==> src/rtl/sercfg_pkg.sv <==
// Package: shared layout of the serial configuration word.
// Assumes a 23-bit word with a 2-bit destination code in the low bits.
package sercfg_pkg;
    localparam int WORD_W   = 23;
    localparam int ADDR_W   = 2;
    localparam int PAY_W    = WORD_W - ADDR_W;
    localparam int NUM_DEST = 1 << ADDR_W;

    // Destination codes carried in word bits [1:0]
    typedef enum logic [ADDR_W-1:0] {
        DST_TX_REF  = 2'd0,
        DST_TX_MAIN = 2'd1,
        DST_RX_REF  = 2'd2,
        DST_RX_MAIN = 2'd3
    } dest_e;

    // Reference word payload fields
    localparam int REF_LSB   = 0;
    localparam int REF_W     = 14;
    localparam int CP_BIT    = 14;
    localparam int LDSEL_BIT = 15;

    // Main word payload fields
    localparam int SWAL_LSB  = 0;
    localparam int SWAL_W    = 7;
    localparam int PROG_LSB  = 7;
    localparam int PROG_W    = 11;
    localparam int PRE_BIT   = 18;
endpackage

==> src/rtl/sercfg_sync.sv <==
// Module: multi-bit synchronizer chain for asynchronous serial lines.
// Assumes each bit is independent and changes slowly against clk.
module sercfg_sync #(
    parameter int WIDTH  = 3,
    parameter int STAGES = 2
) (
    input  logic             clk,
    input  logic             rst_n,
    input  logic [WIDTH-1:0] async_i,
    output logic [WIDTH-1:0] sync_o
);
    logic [WIDTH-1:0] pipe [STAGES];

    // Shift the raw inputs through the flop chain
    always_ff @(posedge clk) begin
        if (!rst_n) begin
            for (int s = 0; s < STAGES; s++) pipe[s] <= '0;
        end else begin
            pipe[0] <= async_i;
            for (int s = 1; s < STAGES; s++) pipe[s] <= pipe[s-1];
        end
    end

    assign sync_o = pipe[STAGES-1];
endmodule

==> src/rtl/sercfg_shift.sv <==
// Module: shared serial shift register, MSB first.
// Assumes shift_en is a one-cycle pulse per serial clock rise.
// word_next shows the contents after this cycle's shift, so a load in the
// same cycle sees the new bit.
module sercfg_shift #(
    parameter int WORD_W = 23
) (
    input  logic              clk,
    input  logic              rst_n,
    input  logic              shift_en,
    input  logic              bit_i,
    output logic [WORD_W-1:0] word_next
);
    logic [WORD_W-1:0] sr_q;

    // Next contents: shifted when a serial edge arrives, held otherwise
    always_comb begin
        word_next = shift_en ? {sr_q[WORD_W-2:0], bit_i} : sr_q;
    end

    // Register the shift result
    always_ff @(posedge clk) begin
        if (!rst_n) sr_q <= '0;
        else        sr_q <= word_next;
    end
endmodule

==> src/rtl/sercfg_dest.sv <==
// Module: one destination latch.
// Captures the payload when a load strobe comes with this latch's code.
// Refuses a word whose divider field is below MIN_VAL.
module sercfg_dest #(
    parameter int WORD_W    = 23,
    parameter int ADDR_W    = 2,
    parameter int DEST      = 0,
    parameter int FIELD_LSB = 0,
    parameter int FIELD_W   = 14,
    parameter int MIN_VAL   = 3,
    localparam int PAY_W    = WORD_W - ADDR_W
) (
    input  logic              clk,
    input  logic              rst_n,
    input  logic              load_stb,
    input  logic [WORD_W-1:0] word_i,
    output logic [PAY_W-1:0]  pay_o
);
    logic [PAY_W-1:0]   pay_in;
    logic [FIELD_W-1:0] field;
    logic               hit;
    logic               legal;

    // Split the word and judge address and divider range
    always_comb begin
        pay_in = word_i[WORD_W-1:ADDR_W];
        field  = pay_in[FIELD_LSB +: FIELD_W];
        hit    = (word_i[ADDR_W-1:0] == ADDR_W'(DEST));
        legal  = (field >= FIELD_W'(MIN_VAL));
    end

    // Latch the payload on an addressed, legal load
    always_ff @(posedge clk) begin
        if (!rst_n)                        pay_o <= '0;
        else if (load_stb && hit && legal) pay_o <= pay_in;
    end
endmodule

==> src/rtl/sercfg_loader.sv <==
// Module: top of the three-wire configuration loader.
// Synchronizes the serial lines to clk, detects serial clock and load
// strobe rises, shifts into one register and loads one of four latches.
// Assumes the serial lines change no faster than every few clk cycles.
module sercfg_loader
    import sercfg_pkg::*;
#(
    parameter int SYNC_STAGES = 2,
    parameter int REF_MIN     = 3,
    parameter int PROG_MIN    = 3
) (
    input  logic             clk,
    input  logic             rst_n,
    input  logic             ser_clk_i,
    input  logic             ser_data_i,
    input  logic             ser_le_i,
    input  logic             lock_det_i,
    input  logic             pd_mon_i,
    output logic [PAY_W-1:0] tx_ref_word_o,
    output logic [PAY_W-1:0] tx_main_word_o,
    output logic [PAY_W-1:0] rx_ref_word_o,
    output logic [PAY_W-1:0] rx_main_word_o,
    output logic             tx_cp_high_o,
    output logic             rx_cp_high_o,
    output logic             ld_sel_o,
    output logic             ld_fout_o
);
    localparam int LINES = 3;

    logic [LINES-1:0]  raw_lines;
    logic [LINES-1:0]  sync_lines;
    logic              sclk_s, sdata_s, sle_s;
    logic              sclk_q, sle_q;
    logic              sclk_rise, le_rise;
    logic [WORD_W-1:0] word_next;
    logic [PAY_W-1:0]  dest_pay [NUM_DEST];

    assign raw_lines = {ser_le_i, ser_data_i, ser_clk_i};

    sercfg_sync #(.WIDTH(LINES), .STAGES(SYNC_STAGES)) u_sync (
        .clk     (clk),
        .rst_n   (rst_n),
        .async_i (raw_lines),
        .sync_o  (sync_lines)
    );

    assign {sle_s, sdata_s, sclk_s} = sync_lines;

    // Remember the previous synchronized levels for edge detection
    always_ff @(posedge clk) begin
        if (!rst_n) begin
            sclk_q <= 1'b0;
            sle_q  <= 1'b0;
        end else begin
            sclk_q <= sclk_s;
            sle_q  <= sle_s;
        end
    end

    // Rising-edge pulses of serial clock and load strobe
    always_comb begin
        sclk_rise = sclk_s & ~sclk_q;
        le_rise   = sle_s & ~sle_q;
    end

    sercfg_shift #(.WORD_W(WORD_W)) u_shift (
        .clk       (clk),
        .rst_n     (rst_n),
        .shift_en  (sclk_rise),
        .bit_i     (sdata_s),
        .word_next (word_next)
    );

    // One latch per destination; even codes are reference words
    for (genvar g = 0; g < NUM_DEST; g++) begin : g_dest
        localparam bit IS_REF = (g % 2) == 0;
        sercfg_dest #(
            .WORD_W    (WORD_W),
            .ADDR_W    (ADDR_W),
            .DEST      (g),
            .FIELD_LSB (IS_REF ? REF_LSB : PROG_LSB),
            .FIELD_W   (IS_REF ? REF_W : PROG_W),
            .MIN_VAL   (IS_REF ? REF_MIN : PROG_MIN)
        ) u_dest (
            .clk      (clk),
            .rst_n    (rst_n),
            .load_stb (le_rise),
            .word_i   (word_next),
            .pay_o    (dest_pay[g])
        );
    end

    assign tx_ref_word_o  = dest_pay[DST_TX_REF];
    assign tx_main_word_o = dest_pay[DST_TX_MAIN];
    assign rx_ref_word_o  = dest_pay[DST_RX_REF];
    assign rx_main_word_o = dest_pay[DST_RX_MAIN];

    // Decode flags and steer the shared status pin
    always_comb begin
        tx_cp_high_o = dest_pay[DST_TX_REF][CP_BIT];
        rx_cp_high_o = dest_pay[DST_RX_REF][CP_BIT];
        ld_sel_o     = dest_pay[DST_TX_REF][LDSEL_BIT];
        ld_fout_o    = ld_sel_o ? pd_mon_i : lock_det_i;
    end
endmodule

==> config.mk <==
export PLATFORM = sky130hd
export DESIGN_NAME = sercfg_loader
export DESIGN_NICKNAME = d
export VERILOG_FILES = /design/src/rtl/sercfg_pkg.sv /design/src/rtl/sercfg_sync.sv /design/src/rtl/sercfg_shift.sv /design/src/rtl/sercfg_dest.sv /design/src/rtl/sercfg_loader.sv
export SDC_FILE = /design/constraint.sdc
export NUM_CORES = 1
export LEC_CHECK = 0
export ABC_CLOCK_PERIOD_IN_PS = 2000
export BUFFER_PORTS_ARGS = -buffer_cell sky130_fd_sc_hd__buf_2
export CORE_ASPECT_RATIO = 1.5
export CORE_MARGIN = 1
export CORE_UTILIZATION = 48
export DETAILED_ROUTE_END_ITERATION = 8
export HOLD_SLACK_MARGIN = 0.1
export PLACE_DENSITY = 0.78
export REMOVE_ABC_BUFFERS = 1
export SLEW_MARGIN = 0
export SYNTH_ARGS = -nofsm -noshare
export SYNTH_HDL_FRONTEND = slang
export SYNTH_SLANG_ARGS = --single-unit
==> constraint.sdc <==
create_clock -name clk -period 2 [get_ports clk]
set_clock_uncertainty 0.1 [all_clocks]
set_input_delay 0.1 -clock clk [delete_from_list [all_inputs] [get_ports clk]]
set_output_delay 0.1 -clock clk [all_outputs]
set_load 0.005 [all_outputs]
# Word-level counts from Yosys, hierarchy flattened

Memories as Yosys holds them, arrays and structs flattened.
Cells that the tools add are included.

Input port bits: 7
Memory bits (writable): 6
Output and inout port bits: 88
Memories: 1
Register bits after elaboration: 109

Memory list:

| name        | depth | bits a word | rd ports | clocked after Yosys merged registers in | write ports | RTL line          | source |
|---|---|---|---|---|---|---|---|
| u_sync.pipe | 2     | 3           | 2        | 0                                       | 2           | sercfg_sync.sv:12 | `logic [WIDTH-1:0] pipe [STAGES];` |

$lt $le $gt $ge: 2
Eq/ne operators: 3
Reduce and logical (&&, ||, !) cells: 9
Bitwise logic cells: 6
Mux-type cells: 6

Operators with widths:

| operator            | count |
|---|---|
| $mux 23             | 1 |
| $ge 14x2->1 const B | 1 |
| $ge 11x2->1 const B | 1 |
| $logic_and 1x1->1   | 8 |
| $mux 3              | 2 |
| $eq 2x2->1 const B  | 2 |
| $mux 1              | 3 |
| $and 1x1->1         | 2 |
| $eq 2x1->1 const B  | 1 |
| $logic_not 2->1     | 1 |
| $not 1->1           | 2 |
| $or 1x1->1          | 2 |

# Longest topological paths before layout

Gate-level depths: netlist (run 1).

Depth in word-level cells: 6
Depth in mapped cells: 8

# By module

Synthesis (run 1) repeated with hierarchy kept, for this count alone.

Cell total of the unflattened synthesis: 493
Area total of the unflattened synthesis: 4,784.6 um2

Modules (own cells, without submodules):

| module                         | seq. area each (um2) | cells each | area an instance (um2) | times used |
|---|---|---|---|---|
| sercfg_shift                   | 460.4                | 73         | 973.4                  | 1 |
| sercfg_dest (g_dest[1].u_dest) | 420.4                | 100        | 887.1                  | 1 |
| sercfg_dest (g_dest[3].u_dest) | 420.4                | 100        | 882.1                  | 1 |
| sercfg_dest (g_dest[2].u_dest) | 420.4                | 97         | 880.8                  | 1 |
| sercfg_dest (g_dest[0].u_dest) | 420.4                | 98         | 878.3                  | 1 |
| sercfg_sync                    | 120.1                | 15         | 180.2                  | 1 |
| sercfg_loader                  | 40.0                 | 10         | 102.6                  | 1 |

# Least setup slack after synthesis (run 1)

OpenSTA, ideal clock, no wires.

Path type: register to register
From: register u_shift.sr_q[11]
To: register g_dest[0].u_dest.pay_o[10]
Library setup time: 0.072 ns
Stages on the path, launching flop included: 6
Period minus slack after synthesis: 1.997 ns
Buffers on the path: 1
Required time: 1.828 ns
Data arrival time: 1.826 ns
Path slack: 0.003 ns
Path through: dfxtp_1 > or4_4 > or4_4 > nand4_4 > buf_12 > mux2i_1

Cells in the longest elaborated chain, start to end: 3

RTL lines:

| what                   | RTL line           | source |
|---|---|---|
| from (decl)            | sercfg_shift.sv:14 | `logic [WORD_W-1:0] sr_q;` |
| from (signal assigned) | sercfg_shift.sv:24 | `else sr_q <= word_next;` |
| $mux 23 (*)            | sercfg_shift.sv:18 | `word_next = shift_en ? {sr_q[WORD_W-2:0], bit_i} : sr_q;` |
| $ge 14x2->1            | sercfg_dest.sv:29  | `legal = (field >= FIELD_W'(MIN_VAL));` |
| $logic_and 1x1->1      | sercfg_dest.sv:35  | `else if (load_stb && hit && legal) pay_o <= pay_in;` |
| to (signal assigned)   | sercfg_dest.sv:35  |  |
| to (decl)              | sercfg_dest.sv:17  | `output logic [PAY_W-1:0] pay_o` |

Mark *: on every way between the ends. The rest lies on a longest branch, timed or not.
A chain may end at the register's enable or synchronous reset.

# Final worst setup path (run 1)

From: register u_shift.sr_q[11]
To: register g_dest[0].u_dest.pay_o[13]

Cells in the longest elaborated chain, start to end: 3

RTL lines:

| what              | RTL line |
|---|---|
| $mux 23           | sercfg_shift.sv:18 |
| $ge 14x2->1       | sercfg_dest.sv:29 |
| $logic_and 1x1->1 | sercfg_dest.sv:35 |

No other way between the ends.

==> results of run 1 <==
what timing repair did:
item,in CTS,in global routing
gates cloned,0,3
hold buffers,3,0
resized for setup,6,4
setup buffers,3,0
setup endpoints to repair,70,84
pin swaps,3,3
endpoints found under the hold margin,3,0
registers in the layout (all words and copies together), names as in the netlist:
signal               count
u_sync.pipe              6
u_shift.sr_q            23
g_dest.u_dest.pay_o     84
sle_q                    1
sclk_q                   1
power by group:
part           internal (W)  switching (W)
Sequential          0.00230     0.00000326
Combinational     0.0000313      0.0000544
Clock               0.00219        0.00101
synthesized netlist by cell type (3+ instances only):
master    count  share of area [%]
a32o_1        3               0.69
and2_1       12                1.7
buf_12        4                1.8
buf_2         4               0.46
buf_4         3               0.52
clkbuf_1     16                1.4
dfxtp_1     115                 53
inv_1        23                2.0
mux2i_1      85                 20
nand2_1     151                 13
nand2b_1      3               0.43
nor2b_1       4               0.58
critical path, stage by stage (launching register included):
cell	delay [ns]
dfxtp_2	0.32
or4_4	0.53
or4_4	0.57
nand4_4	0.16
clkbuf_16	0.18
mux2i_1	0.17
metal layers:
layer	vias up	GRT usage [%]	wire length, um
met5	-	0	0
met4	0	10.6	221
met3	18	5.41	368
met2	85	39.6	5680
met1	1618	23.8	4040
li1	1685	-	-
worst max path at each step:
| stage | startpoint | to | slack (ns) | cells past startpoint |
|---|---|---|---|---|
| after floorplan | u_sync.pipe[0][3] | g_dest[3].u_dest.pay_o[14] | -0.74 | 5 |
| after global placement | u_shift.sr_q[11] | g_dest[2].u_dest.pay_o[20] | -0.04 | 5 |
| after detailed placement | u_shift.sr_q[11] | g_dest[2].u_dest.pay_o[11] | -0.10 | 5 |
| after CTS | u_shift.sr_q[11] | g_dest[2].u_dest.pay_o[11] | -0.12 | 5 |
| after global routing | u_shift.sr_q[11] | g_dest[2].u_dest.pay_o[17] | -0.17 | 5 |
| final | u_shift.sr_q[11] | g_dest[0].u_dest.pay_o[13] | -0.12 | 5 |
through the flow:
stage	hold WS, ns	total power (W)	instances	worst slack, ns
after global routing	0.155	0.00575	689	-0.169
after detailed placement	0.209	0.00243	648	-0.102
final	0.134	0.00559	689	-0.120
after global placement	0.212	0.00243	648	-0.0400
after floorplan	0.122	0.00237	418	-0.741
after CTS	0.128	0.00562	686	-0.119
area by class of cell:
class	instances	area, um2
clock buffer	25	526
clock inverter	7	118
fill	661	2940
inverter	23	86.3
multi-input combinational	280	1780
sequential	115	2300
tap	110	138
timing repair buffer	129	891
cells by family after synthesis:
| group | share of synthesized area [%] |
|---|---|
| compound gates | 2.31 |
| buf+inv | 6.38 |
| flops | 53.1 |
| mux | 19.9 |
| simple gates | 18.3 |
==> results_dict.tcl, run 1 <==
set metrics [dict create \
    status "finished, violations left" \
    violations "setup timing" \
    ys_types 26 \
    worstReg2RegStart "u_shift.sr_q[11]" \
    drc 0 \
    hold_path.class "in2reg" \
    fin_crit_ns 2.12 \
    drt_iter0_markers 138 \
    clock_path_buffers 2 \
    synth-async-reset-ratio_pct 0 \
    synth-main-ff-cell "dfxtp_1" \
    syn_to_final_growth_pct 34.8 \
    mostFrequentLayoutCell "nand2_1" \
    power.density_nw_per_um2 957 \
    antenna_found_initial 0 \
    stdcell_area_um2 5840 \
    synth_edf_count 0 \
    worstPathMaxFanout 5 \
    worst-endpoint-arrival_ns 2.35 \
    first_pass_iters 4 \
    ant_nets 0 \
    dieArea_um2 9420 \
    first_global_vias 3340 \
    path_clk_slew_ns 0.06 \
    p_leak_nw 3.34 \
    finalCritPeriodShare_pct 106 \
    place.port_buffers 94 \
    ys_warn_count 0 \
    ys_seq_elements 115 \
    fin_tns_setup_ns -3.89 \
    drv_cap 0 \
    diodes 0 \
    worstSkewPairLatency_ns 0.41 \
    grt_pass1_wl_um 15900 \
    r2r_setup_slack_ns -0.12 \
    crit_path_end_kind "flop" \
    routed_via_density 4.94 \
    ios 95 \
    post-dp-hpwl_um 6700 \
    layout_common_cells "149 x nand2_1, 114 x dfxtp_1, 93 x buf_2, 85 x mux2i_1, 23 x inv_1" \
    initial_core_util_pct 49.4 \
    drive_gt1_share_pct 29.2 \
    synth.yosys.seq_area_share_pct 53.1 \
    cts_tree "built" \
    setup_slack_ns -0.120 \
    gr-usage-all-layers_pct 22.2 \
    row_count 42 \
    r2r-end "g_dest[0].u_dest.pay_o[13]" \
    max_freq_ghz 0.472 \
    rsz0062_at_grt "true" \
    postSynthAreaPerCell_um2 9.69 \
    slew_headroom_pct 60.0 \
    cts_root_buffer "clkbuf_16" \
    hold_viol 0 \
    worstHoldEndpoint "g_dest[0].u_dest.pay_o[2]" \
    wl_per_cell_um 15.0 \
    irDropWorstVdd_v 0.000854 \
    die_height_um 118 \
    gp_congestion 0.837 \
    fin_nets 573 \
    synthCells 447 \
    grt_overflow_total 0 \
    start_kind "flop" \
    fp.coreArea_um2 8780 \
    holdCritStartpoint "rst_n" \
    placed_area_um2 5030 \
    drt-total-wl_um 10300 \
    grt_max_degree 59 \
    holdPathStages 3 \
    vias 3406 \
    r2r_cells 5 \
    crit_required_ns 2.23 \
    final_core_util_pct 66.5 \
    crit_type "reg2reg" \
    cts_buffers 17 \
    htree_levels 4 \
    clock-sinks 115 \
    worstMarginPinSlew_ns 0.600 \
    netlist_area_um2 4330 \
    die_w_um 79.6 \
    setup_viol 43 \
    slew_viol_final 0 \
]
Power figures use the tool's default switching activity.
==> run 2: changes to the inputs <==
--- a/config.mk
+++ b/config.mk
@@ -12,7 +12,7 @@
 export CORE_UTILIZATION = 48
 export DETAILED_ROUTE_END_ITERATION = 8
 export HOLD_SLACK_MARGIN = 0.1
-export PLACE_DENSITY = 0.78
+export PLACE_DENSITY = 0.86
 export REMOVE_ABC_BUFFERS = 1
 export SLEW_MARGIN = 0
 export SYNTH_ARGS = -nofsm -noshare
==> results_dict.tcl, run 2 (synthesized netlist as in run 1, its figures left out) <==
set metrics [dict create \
    p_leak_nw 3.31 \
    crit_path_end_kind "flop" \
    ios 95 \
    crit_required_ns 2.23 \
    drc 0 \
    fin_nets 574 \
    hold_viol 0 \
    syn_to_final_growth_pct 33.3 \
    grt_pass1_wl_um 16100 \
    die_height_um 118 \
    drive_gt1_share_pct 29.3 \
    gr-usage-all-layers_pct 22.8 \
    path_clk_slew_ns 0.05 \
    r2r_cells 5 \
    drt-total-wl_um 10200 \
    slew_viol_final 0 \
    clock_path_buffers 2 \
    fin_hold_ws_ns 0.335 \
    cts_tree "built" \
    antenna_found_initial 0 \
    wl_per_cell_um 14.9 \
    row_count 42 \
    reg_top3 "g_dest.u_dest.pay_o (84), u_shift.sr_q (23), u_sync.pipe (6)" \
    htree_levels 4 \
    slew_headroom_pct 71.9 \
    worstHoldEndpoint "u_sync.pipe[0][0]" \
    max_freq_ghz 0.468 \
    finalCritPeriodShare_pct 107 \
    post-dp-hpwl_um 6670 \
    cts_root_buffer "clkbuf_16" \
    r2r_setup_slack_ns -0.14 \
    mostFrequentLayoutCell "nand2_1" \
    place.port_buffers 94 \
    status "finished, violations left" \
    start_kind "flop" \
    drv_cap 0 \
    irDropWorstVdd_v 0.000710 \
    worstMarginPinSlew_ns 0.418 \
    holdCritStartpoint "ser_clk_i" \
    r2r-end "g_dest[0].u_dest.pay_o[10]" \
    final_cells 686 \
    power_w 0.00518 \
    fp.coreArea_um2 8780 \
    first_pass_iters 5 \
    dp_cells 647 \
    setup_slack_ns -0.136 \
    drt_iter0_markers 177 \
    vias 3419 \
    worstPathMaxFanout 11 \
    grt_max_degree 41 \
    worstReg2RegStart "u_shift.sr_q[11]" \
    first_global_vias 3405 \
    layout_common_cells "149 x nand2_1, 113 x dfxtp_1, 93 x buf_2, 83 x mux2i_1, 23 x inv_1" \
    worstSkewPairLatency_ns 0.41 \
    crit_type "reg2reg" \
    clock-sinks 115 \
    holdPathStages 3 \
    dieArea_um2 9420 \
    violations "setup timing" \
    setup_viol 57 \
    routed_via_density 4.98 \
    fin_crit_ns 2.14 \
    rsz0062_at_grt "true" \
    fill_cells 626 \
    initial_core_util_pct 49.4 \
    multi_input_area_um2 1790 \
    grt_overflow_total 0 \
    diodes 0 \
    stdcell_area_um2 5780 \
    seq_area_um2 2300 \
    ant_nets 0 \
    placed_area_um2 5030 \
    largest_register_ffs 84 \
    worst-endpoint-arrival_ns 2.36 \
    gp_congestion 0.824 \
    top_register "g_dest.u_dest.pay_o" \
    cts_buffers 17 \
    final_core_util_pct 65.8 \
    die_w_um 79.6 \
    power.density_nw_per_um2 897 \
    hold_path.class "in2reg" \
]
==> run 2: final cells by class <==
cell class / instances / share of cell area (%)
timing repair buffer: 130 / 15.7
clock inverter: 6 / 0.953
sequential: 115 / 39.9
tap: 110 / 2.38
clock buffer: 22 / 8.56
multi-input combinational: 280 / 31.0
inverter: 23 / 1.49
==> run 2: worst max path at each step <==
stage                                  from                         end  slack, ns  depth (start not counted)
final                      u_shift.sr_q[11]  g_dest[0].u_dest.pay_o[10]      -0.14                          5
after global routing       u_shift.sr_q[11]  g_dest[0].u_dest.pay_o[12]      -0.16                          5
after CTS                  u_shift.sr_q[11]   g_dest[2].u_dest.pay_o[2]      -0.13                          5
after detailed placement   u_shift.sr_q[11]  g_dest[2].u_dest.pay_o[13]      -0.13                          5
after global placement     u_shift.sr_q[11]  g_dest[2].u_dest.pay_o[19]      -0.05                          5
after floorplan           u_sync.pipe[0][3]  g_dest[3].u_dest.pay_o[14]      -0.74                          5
==> run 2: where the power goes <==
part | internal [W] | total [W] | switching [W]
clock | 0.00183 | 0.00278 | 0.000954
sequential | 0.00230 | 0.00231 | 0.00000335
combinational | 0.0000348 | 0.0000915 | 0.0000567
==> run 2: per-layer routing <==
metal	part of all wire [%]	wire length [um]	up-vias	GRT usage [%]
met5	0	0	-	0
met4	1.7	174	0	9.20
met3	4.8	488	18	8.26
met2	54	5580	104	40.9
met1	39	4000	1614	23.3
li1	-	-	1683	-
==> run 2: repair_timing <==
item                                    in CTS  in global routing
endpoints found under the hold margin       16                  0
pin swaps                                    3                  4
endpoints found under the setup margin      71                 82
hold buffers                                 4                  0
gates resized for setup                      8                  7
gates cloned                                 1                  1
setup buffers                                2                  3
==> run 2: per-stage QoR <==
stage / setup WS, ns / TNS, ns
finish: -0.136 / -4.05
global route: -0.164 / -7.97
CTS: -0.134 / -4.02
detailed placement: -0.133 / -3.89
global placement: -0.0454 / -1.12
floorplan: -0.741 / -46.73
==> run 2: worst max-delay path: stages (launching register included) <==
cell and delay [ns]:
dfxtp_2 0.32, or4_4 0.54, or4_4 0.57, nand4_4 0.14, buf_12 0.16, mux2i_1 0.21
==> run 3: changes to the inputs <==
--- a/config.mk
+++ b/config.mk
@@ -13,6 +13,7 @@
 export DETAILED_ROUTE_END_ITERATION = 8
 export HOLD_SLACK_MARGIN = 0.1
 export PLACE_DENSITY = 0.86
+export RECOVER_POWER = 100
 export REMOVE_ABC_BUFFERS = 1
 export SLEW_MARGIN = 0
 export SYNTH_ARGS = -nofsm -noshare
==> results_dict.tcl, run 3 (synthesized netlist as in run 1, its figures left out) <==
set metrics [dict create \
    layout_common_cells "149 x nand2_1, 114 x dfxtp_1, 83 x mux2i_1, 55 x buf_2, 41 x clkbuf_1" \
    p_leak_nw 3.13 \
    post-dp-hpwl_um 6670 \
    crit_type "reg2reg" \
    power.density_nw_per_um2 905 \
    worst-endpoint-arrival_ns 2.34 \
    slew_headroom_pct 73.9 \
    final_core_util_pct 65.1 \
    die_height_um 118 \
    violations "setup timing" \
    crit_required_ns 2.21 \
    cts_tree "built" \
    routed_via_density 4.96 \
    worstSkewPairLatency_ns 0.41 \
    crit_path_end_kind "flop" \
    fp.coreArea_um2 8780 \
    drt_iter0_markers 183 \
    syn_to_final_growth_pct 31.9 \
    place.port_buffers 94 \
    finalCritPeriodShare_pct 106 \
    hold_viol 0 \
    hold_path.class "in2reg" \
    top_register "g_dest.u_dest.pay_o" \
    cts_buffers 17 \
    drive_gt1_share_pct 22.0 \
    path_clk_slew_ns 0.05 \
    setup_viol 52 \
    ant_nets 0 \
    gp_congestion 0.824 \
    worstPathMaxFanout 6 \
    row_count 42 \
    drv_cap 0 \
    first_pass_iters 4 \
    diodes 0 \
    gr-usage-all-layers_pct 22.8 \
    final_cells 686 \
    grt_overflow_total 0 \
    vias 3404 \
    fin_crit_ns 2.13 \
    fin_hold_ws_ns 0.331 \
    htree_levels 4 \
    start_kind "flop" \
    irDropWorstVdd_v 0.000716 \
    antenna_found_initial 0 \
    ios 95 \
    first_global_vias 3405 \
    die_w_um 79.6 \
    rsz0062_at_grt "true" \
    wl_per_cell_um 15.0 \
    grt_max_degree 41 \
    dieArea_um2 9420 \
    pre_cts_ws_ns -0.133 \
    largest_register_ffs 84 \
    max_freq_ghz 0.470 \
    slew_viol_final 0 \
    r2r_setup_slack_ns -0.13 \
    mostFrequentLayoutCell "nand2_1" \
    grt_pass1_wl_um 16100 \
    fill_cells 656 \
    reg_top3 "g_dest.u_dest.pay_o (84), u_shift.sr_q (23), u_sync.pipe (6)" \
    busiest_layer "met2" \
    status "finished, violations left" \
    gr-usage-met2_pct 40.9 \
    fin_nets 574 \
    grt_util_met3_pct 8.26 \
    clock_path_buffers 2 \
    dp_cells 647 \
    clock-sinks 115 \
    drc 0 \
    fin_tns_setup_ns -3.62 \
    drt-total-wl_um 10300 \
    worstMarginPinSlew_ns 0.389 \
    cts_root_buffer "clkbuf_16" \
    grt_use_met1_pct 23.3 \
    initial_core_util_pct 49.4 \
    setup_slack_ns -0.128 \
]
-- run 3: cell types whose count changed in the layout (fill, tap and decap cells not counted) --
cell	change
and2_1	-1
dfxtp_1	+1
clkbuf_1	+41
dfxtp_2	-1
and2_0	+1
buf_2	-38
buf_4	-3
-- run 3: path summary, 6_finish.rpt --
kind / start / end / cells after the start
max: u_shift.sr_q[11] / g_dest[2].u_dest.pay_o[13] / 5
min: ser_clk_i / u_sync.pipe[0][0] / 3
max reg2reg: u_shift.sr_q[11] / g_dest[2].u_dest.pay_o[13] / 5
min reg2reg: u_sync.pipe[0][0] / u_sync.pipe[0][3] / 1
-- run 3: through the flow --
step           cell area (um2)  total power, W
2_1_floorplan             4140         0.00237
3_3_place_gp              5030         0.00243
3_5_place_dp              5030         0.00243
4_1_cts                   5690         0.00520
5_1_grt                   5720         0.00533
6_report                  5720         0.00517
-- run 3: power by group --
| part | total (W) | switching [W] | internal, W |
|---|---|---|---|
| Sequential | 0.00231 | 0.00000335 | 0.00230 |
| Clock | 0.00278 | 0.000952 | 0.00183 |
| Combinational | 0.0000890 | 0.0000561 | 0.0000329 |
| Total | 0.00517 | 0.00101 | 0.00416 |
-- run 3: per-layer routing --
layer / vias to the layer above / routed length (um)
met4: 0 / 203
met3: 17 / 426
met5: - / 0
li1: 1681 / -
met2: 99 / 5580
met1: 1607 / 4070
-- run 3: critical path: stages, from the launching register on --
cell	delay (ns)
dfxtp_2	0.32
or4_4	0.54
or4_4	0.57
nand4_4	0.15
buf_6	0.16
mux2i_1	0.21
-- run 3: timing repair --
| action | CTS | global route |
|---|---|---|
| hold buffers | 4 | 0 |
| hold endpoints to repair | 16 | 0 |
| pin swaps | 3 | 4 |
| gates cloned | 1 | 1 |
| setup endpoints to repair | 71 | 82 |
| buffers inserted | 2 | 3 |
| gates resized for setup | 8 | 7 |
-- run 3: cell type report --
cell class	instances	area, um2	area share [%]
Clock buffer	22	494	8.65
Clock inverter	6	55.1	0.963
Inverter	23	86.3	1.51
Multi-Input combinational cell	280	1790	31.3
Sequential cell	115	2300	40.3
Tap cell	110	138	2.41
Timing Repair Buffer	130	848	14.8
